--- src/rtl/sbt_pkg.sv ---
package sbt_pkg;

  typedef enum logic [2:0] {
    CMD_NOP,
    CMD_ACT,
    CMD_RD,
    CMD_WR,
    CMD_PRE,
    CMD_BST
  } cmd_e;

  typedef enum logic [1:0] {
    BK_IDLE,
    BK_OPEN,
    BK_CLOSING
  } bank_st_e;

  // Pin-level command decode; deselected cycles decode as no-operation.
  function automatic cmd_e decode_pins(input logic cs_n, input logic ras_n,
                                       input logic cas_n, input logic we_n);
    cmd_e c;
    c = CMD_NOP;
    if (!cs_n) begin
      case ({ras_n, cas_n, we_n})
        3'b011:  c = CMD_ACT;
        3'b101:  c = CMD_RD;
        3'b100:  c = CMD_WR;
        3'b010:  c = CMD_PRE;
        3'b110:  c = CMD_BST;
        default: c = CMD_NOP;
      endcase
    end
    return c;
  endfunction

  function automatic logic is_access(input cmd_e c);
    return (c == CMD_RD) || (c == CMD_WR);
  endfunction

endpackage

--- src/rtl/sbt_cmd_decode.sv ---
module sbt_cmd_decode
  import sbt_pkg::*;
#(
  parameter int BANKS = 4,
  parameter int BA_W  = 2
) (
  input  logic             cs_n,
  input  logic             ras_n,
  input  logic             cas_n,
  input  logic             we_n,
  input  logic             a10,
  input  logic [BA_W-1:0]  ba,
  output cmd_e             cmd,
  output logic [BANKS-1:0] bank_sel,
  output logic             pre_all
);

  logic targeted;

  always_comb begin
    cmd      = decode_pins(cs_n, ras_n, cas_n, we_n);
    pre_all  = (cmd == CMD_PRE) && a10;
    targeted = (cmd == CMD_ACT) || is_access(cmd) || ((cmd == CMD_PRE) && !a10);
  end

  for (genvar b = 0; b < BANKS; b++) begin : g_sel
    assign bank_sel[b] = targeted && (ba == BA_W'(b));
  end

endmodule

--- src/rtl/sbt_bank_slot.sv ---
module sbt_bank_slot
  import sbt_pkg::*;
#(
  parameter int TRP_W = 4
) (
  input  logic             clk,
  input  logic             rst_n,
  input  cmd_e             cmd,
  input  logic             sel,
  input  logic             pre_all,
  input  logic             ap_close,
  input  logic             arm_ap,
  input  logic [TRP_W-1:0] cfg_trp,
  output logic             ready,
  output logic             viol
);

  bank_st_e         st;
  logic [TRP_W-1:0] wait_cnt;
  logic             accept;
  logic             close_now;

  // Remaining recovery cycles after the closing edge itself.
  function automatic logic [TRP_W-1:0] trp_load(input logic [TRP_W-1:0] t);
    return (t == '0) ? '0 : t - TRP_W'(1);
  endfunction

  always_comb begin
    ready = (st == BK_IDLE) && (wait_cnt == '0);
    viol  = sel && (((cmd == CMD_ACT) && !ready) ||
                    (is_access(cmd) && (st != BK_OPEN)) ||
                    ((cmd == CMD_PRE) && (st == BK_CLOSING)));
    accept    = sel && !viol;
    close_now = (pre_all && (st != BK_IDLE)) || ap_close ||
                (accept && (cmd == CMD_PRE) && (st == BK_OPEN));
  end

  always_ff @(posedge clk) begin
    if (!rst_n) begin
      st       <= BK_IDLE;
      wait_cnt <= '0;
    end else if (close_now) begin
      st       <= BK_IDLE;
      wait_cnt <= trp_load(cfg_trp);
    end else if (accept && (cmd == CMD_ACT)) begin
      st <= BK_OPEN;
    end else if (accept && is_access(cmd) && arm_ap) begin
      st <= BK_CLOSING;
    end else if ((st == BK_IDLE) && (wait_cnt != '0)) begin
      wait_cnt <= wait_cnt - TRP_W'(1);
    end
  end

endmodule

--- src/rtl/sbt_burst_tracker.sv ---
module sbt_burst_tracker #(
  parameter int BANKS = 4,
  parameter int BL_W  = 4
) (
  input  logic             clk,
  input  logic             rst_n,
  input  logic             start,
  input  logic [BANKS-1:0] start_bank,
  input  logic             start_ap,
  input  logic             full_page,
  input  logic             bst,
  input  logic             pre_all,
  input  logic [BL_W-1:0]  cfg_bl,
  output logic [BANKS-1:0] ap_close
);

  logic             busy;
  logic             fp;
  logic             ap;
  logic [BL_W-1:0]  cnt;
  logic [BANKS-1:0] bank;
  logic             expire;
  logic             cut;

  function automatic logic [BL_W-1:0] burst_load(input logic [BL_W-1:0] bl);
    return (bl == '0) ? BL_W'(1) : bl;
  endfunction

  always_comb begin
    expire   = busy && !fp && (cnt == BL_W'(1));
    cut      = busy && (bst || start || expire);
    ap_close = (cut && ap) ? bank : '0;
  end

  always_ff @(posedge clk) begin
    if (!rst_n) begin
      busy <= 1'b0;
      fp   <= 1'b0;
      ap   <= 1'b0;
      cnt  <= '0;
      bank <= '0;
    end else if (start) begin
      busy <= 1'b1;
      fp   <= full_page;
      ap   <= start_ap && !full_page;
      cnt  <= burst_load(cfg_bl);
      bank <= start_bank;
    end else if (cut || pre_all) begin
      busy <= 1'b0;
      ap   <= 1'b0;
    end else if (busy && !fp) begin
      cnt <= cnt - BL_W'(1);
    end
  end

endmodule

--- src/rtl/sdram_bank_tracker.sv ---
module sdram_bank_tracker
  import sbt_pkg::*;
#(
  parameter int  BANKS = 4,
  parameter int  TRP_W = 4,
  parameter int  BL_W  = 4,
  localparam int BA_W  = $clog2(BANKS)
) (
  input  logic             clk,
  input  logic             rst_n,
  input  logic             cmd_cs_n,
  input  logic             cmd_ras_n,
  input  logic             cmd_cas_n,
  input  logic             cmd_we_n,
  input  logic             addr_bit10,
  input  logic [BA_W-1:0]  bank_addr,
  input  logic [TRP_W-1:0] cfg_trp,
  input  logic [BL_W-1:0]  cfg_burst_len,
  input  logic             cfg_full_page,
  output logic [BANKS-1:0] bank_ready,
  output logic             violation
);

  cmd_e             cmd;
  logic [BANKS-1:0] bank_sel;
  logic             pre_all;
  logic [BANKS-1:0] slot_viol;
  logic [BANKS-1:0] ap_close;
  logic             any_viol;
  logic             burst_start;
  logic             start_ap;
  logic             violation_q;

  sbt_cmd_decode #(.BANKS(BANKS), .BA_W(BA_W)) u_dec (
    .cs_n     (cmd_cs_n),
    .ras_n    (cmd_ras_n),
    .cas_n    (cmd_cas_n),
    .we_n     (cmd_we_n),
    .a10      (addr_bit10),
    .ba       (bank_addr),
    .cmd      (cmd),
    .bank_sel (bank_sel),
    .pre_all  (pre_all)
  );

  always_comb begin
    any_viol    = |slot_viol;
    start_ap    = addr_bit10 && !cfg_full_page;
    burst_start = is_access(cmd) && !any_viol;
  end

  for (genvar b = 0; b < BANKS; b++) begin : g_bank
    sbt_bank_slot #(.TRP_W(TRP_W)) u_slot (
      .clk      (clk),
      .rst_n    (rst_n),
      .cmd      (cmd),
      .sel      (bank_sel[b]),
      .pre_all  (pre_all),
      .ap_close (ap_close[b]),
      .arm_ap   (start_ap),
      .cfg_trp  (cfg_trp),
      .ready    (bank_ready[b]),
      .viol     (slot_viol[b])
    );
  end

  sbt_burst_tracker #(.BANKS(BANKS), .BL_W(BL_W)) u_burst (
    .clk        (clk),
    .rst_n      (rst_n),
    .start      (burst_start),
    .start_bank (bank_sel),
    .start_ap   (start_ap),
    .full_page  (cfg_full_page),
    .bst        (cmd == CMD_BST),
    .pre_all    (pre_all),
    .cfg_bl     (cfg_burst_len),
    .ap_close   (ap_close)
  );

  always_ff @(posedge clk) begin
    if (!rst_n) violation_q <= 1'b0;
    else        violation_q <= any_viol;
  end

  assign violation = violation_q;

endmodule

--- config.mk ---
export PLATFORM = sky130hd
export DESIGN_NAME = sdram_bank_tracker
export DESIGN_NICKNAME = d
export VERILOG_FILES = /design/src/rtl/sbt_pkg.sv /design/src/rtl/sbt_cmd_decode.sv /design/src/rtl/sbt_bank_slot.sv /design/src/rtl/sbt_burst_tracker.sv /design/src/rtl/sdram_bank_tracker.sv
export SDC_FILE = /design/constraint.sdc
export NUM_CORES = 1
export LEC_CHECK = 0
export BUFFER_PORTS_ARGS = -buffer_cell sky130_fd_sc_hd__buf_4
export CAP_MARGIN = 20
export CORE_ASPECT_RATIO = 0.9
export CORE_MARGIN = 5
export CORE_UTILIZATION = 60
export CTS_CLUSTER_DIAMETER = 50
export DETAILED_ROUTE_END_ITERATION = 6
export PLACE_DENSITY = 0.87
export SLEW_MARGIN = 20
export SYNTH_ARGS = -nofsm -noshare
export SYNTH_HDL_FRONTEND = slang
export SYNTH_SLANG_ARGS = --single-unit
--- constraint.sdc ---
create_clock -name clk -period 6.9 [get_ports clk]
set_input_delay 0.345 -clock clk [delete_from_list [all_inputs] [get_ports clk]]
set_output_delay 0.345 -clock clk [all_outputs]
set_load 0.005 [all_outputs]
==> flow_summary.ini <==
[floorplan]
rows = 22
die_area_mm2 = 0.00544
die_y_um = 70.5
initial_core_util_pct = 61.1
io-pin-count = 23
core_area_mm2 = 0.00399
die_x_um = 77.2

[power_and_ir_drop]
max-vdd-ir-drop_uv = 187
power_density_mw_per_mm2 = 293
p_leak_nw = 0.935

[placed_design]
hpwl_um = 3870
portBuffers = 22
gp_congestion = 0.838
placed_area_mm2 = 0.00259

[grt]
grt.overflow.total = 0
grt_use_total_pct = 20.8
antenna_found_initial = 0
grt_max_degree = 50
grt_pass1_wl_um = 9260
grt_pass1_vias = 2011

[critical_path]
cp-start-kind = flop
cp_max_fo = 8
critPathRequiredTime_ns = 7.12
crit_type = flop to flop
cp.arrival_ns = 3.14
critPathCaptureType = flop

[layout]
finalNetCount = 332
diodes = 0
drive_gt1_share_pct = 13.6
areaGrowthSynthToFinish_pct = 10.8
n_fill_cell = 329
multi_input_area_mm2 = 0.00159
final_cell_area_mm2 = 0.00270
final-seq-area_um2 = 721

[min_path]
hold_path.class = input pin to flop

[yosys]
synth.yosys.seq_area_share_pct = 29.6
synth_edf_count = 0
synthCells = 293
async_flop_share_pct = 0
netlist.area_leader.share_pct = 29.6
synth_cell_types = 47
syn_avg_cell_area_um2 = 8.32
synth-main-ff-cell = dfxtp_1
synth_area_leaders = dfxtp_1 (30%), mux2i_1 (11%), nand2_1 (6.9%)
yosys_warnings = 0
synth_area_mm2 = 0.00244
synth_top_area_cell = dfxtp_1
synth_seq_cells = 36
synth_fp_nets = 317

[sta]
min_period_ns = 2.93
finalHoldViolCount = 0
setup_viol_count_final = 0
fin_crit_sh_pct = 42.4
fmaxAchievable_ghz = 0.341
skew_ns = 0.00754
relSlewSlack_pct = 26.2
rsz0062_at_grt = false
setup_tns_ns = 0
worst_slew_pin_slew_ns = 1.10
drv_slew = 0

[clocking]
clkLatencyLatePin_ns = 0.30
cts_tree = yes
clk_root_buffer_cell = clkbuf_8
path_clk_slew_ns = 0.08
htree_levels = 2
clockBufferDepth = 2
ctsHoldBuffers = 0
cts_buffers = 5
cts_setup_buffers = 0
post_cts_resized = 0
cts.sinks = 36

[run]
maxCapViolations = 0

[routing]
drcViolationCount = 0
dr.pass1.iters = 4
wl_per_cell_um = 15.1
route.vias.total = 2112
routed_wl_um = 5410
postRouteAntennaNets = 0
via_per_inst = 5.92
first_iter_violations = 177

[run_status]
status = finished clean
-- report_power, final --
group | internal [mW] | total, mW | switching [mW]
registers | 0.249 | 0.280 | 0.0307
logic | 0.162 | 0.325 | 0.163
clock network | 0.107 | 0.187 | 0.0804
total | 0.518 | 0.792 | 0.274
-- placed cells by master (no fill, tap or decap), types with 7 or more instances in the layout --
master / synthesis / routed
and2_1: 7 / 7
mux2i_1: 26 / 26
nand3_1: 10 / 10
nor2_1: 19 / 19
nand2_1: 45 / 45
buf_4: 4 / 23
inv_1: 12 / 12
nor2b_1: 8 / 8
xnor2_1: 13 / 13
nand2b_1: 7 / 7
nor3_1: 9 / 9
nor3b_1: 12 / 12
dfxtp_1: 36 / 36
-- final cells by class --
| type | instances | area share (%) |
|---|---|---|
| Clock buffer | 5 | 2.55 |
| Clock inverter | 3 | 1.57 |
| Inverter | 12 | 1.67 |
| Multi-Input combinational cell | 230 | 58.9 |
| Sequential cell | 36 | 26.7 |
| Tap cell | 48 | 2.22 |
| Timing Repair Buffer | 23 | 6.39 |
-- cell families (layout without fill, tap and decap cells) --
logic type	Yosys count	in the layout	share of synthesized area [%]
muxes	26	26	10.7
and+or+nand+nor	140	140	31.0
AOI/OAI and AO/OA	43	43	15.2
adders and majority gates	6	6	3.08
DFF	36	36	29.6
xor gates and xnor gates	15	15	5.39
buffers and inverters	27	43	5.13
-- registers in the layout, indices dropped and copies added (netlist names) --
signal	cells
g_bank.u_slot.wait_cnt	16
g_bank.u_slot.st	8
u_burst.bank	4
u_burst.cnt	4
u_burst.ap	1
u_burst.busy	1
u_burst.fp	1
violation	1
-- worst max-delay path: stages, from the launching register on --
cell and delay [ns]:
dfxtp_1 0.32, inv_1 0.08, ha_1 0.16, or3b_1 0.41
o31ai_2 0.24, a211oi_1 0.12, or4_1 0.85, o211ai_4 0.42
mux2i_1 0.24
-- per-stage QoR --
step / setup slack, ns / power, mW / std cells / util [%] / hold slack (ns)
global placement: 4.04 / 0.596 / 349 / 64.9 / 0.446
global route: 3.81 / 0.858 / 357 / 67.7 / 0.325
floorplan: 4.49 / 0.551 / 293 / - / 0.435
finish: 3.97 / 0.792 / 357 / 67.7 / 0.316
detailed placement: 3.99 / 0.608 / 349 / 64.9 / 0.472
CTS: 3.98 / 0.794 / 357 / 67.7 / 0.310
-- path summary, 6_finish.rpt --
kind                                      from                           end  slack, ns  depth (start not counted)
hold / removal                cfg_burst_len[1]                u_burst.cnt[1]       0.32                          3
setup / recovery  g_bank[3].u_slot.wait_cnt[0]  g_bank[2].u_slot.wait_cnt[0]       3.97                          8
setup reg to reg  g_bank[3].u_slot.wait_cnt[0]  g_bank[2].u_slot.wait_cnt[0]       3.97                          8
hold reg to reg                     u_burst.fp                    u_burst.fp       0.48                          2
-- synth_stat cells (8+ instances only) --
cell / instances
clkbuf_1: 9
dfxtp_1: 36
inv_1: 12
mux2i_1: 26
nand2_1: 45
nand3_1: 10
nor2_1: 19
nor2b_1: 8
nor3_1: 9
nor3b_1: 12
xnor2_1: 13
-- per-layer routing --
layer	vias to the layer above	GRT usage, %	part of all wire (%)	routed length, um
li1	1068	-	-	-
met1	960	28.2	47	2550
met4	0	8.40	1.6	87
met3	10	4.77	6.9	373
met2	74	31.6	44	2400
met5	-	0	0	0
(Power assumes the default switching activity.)
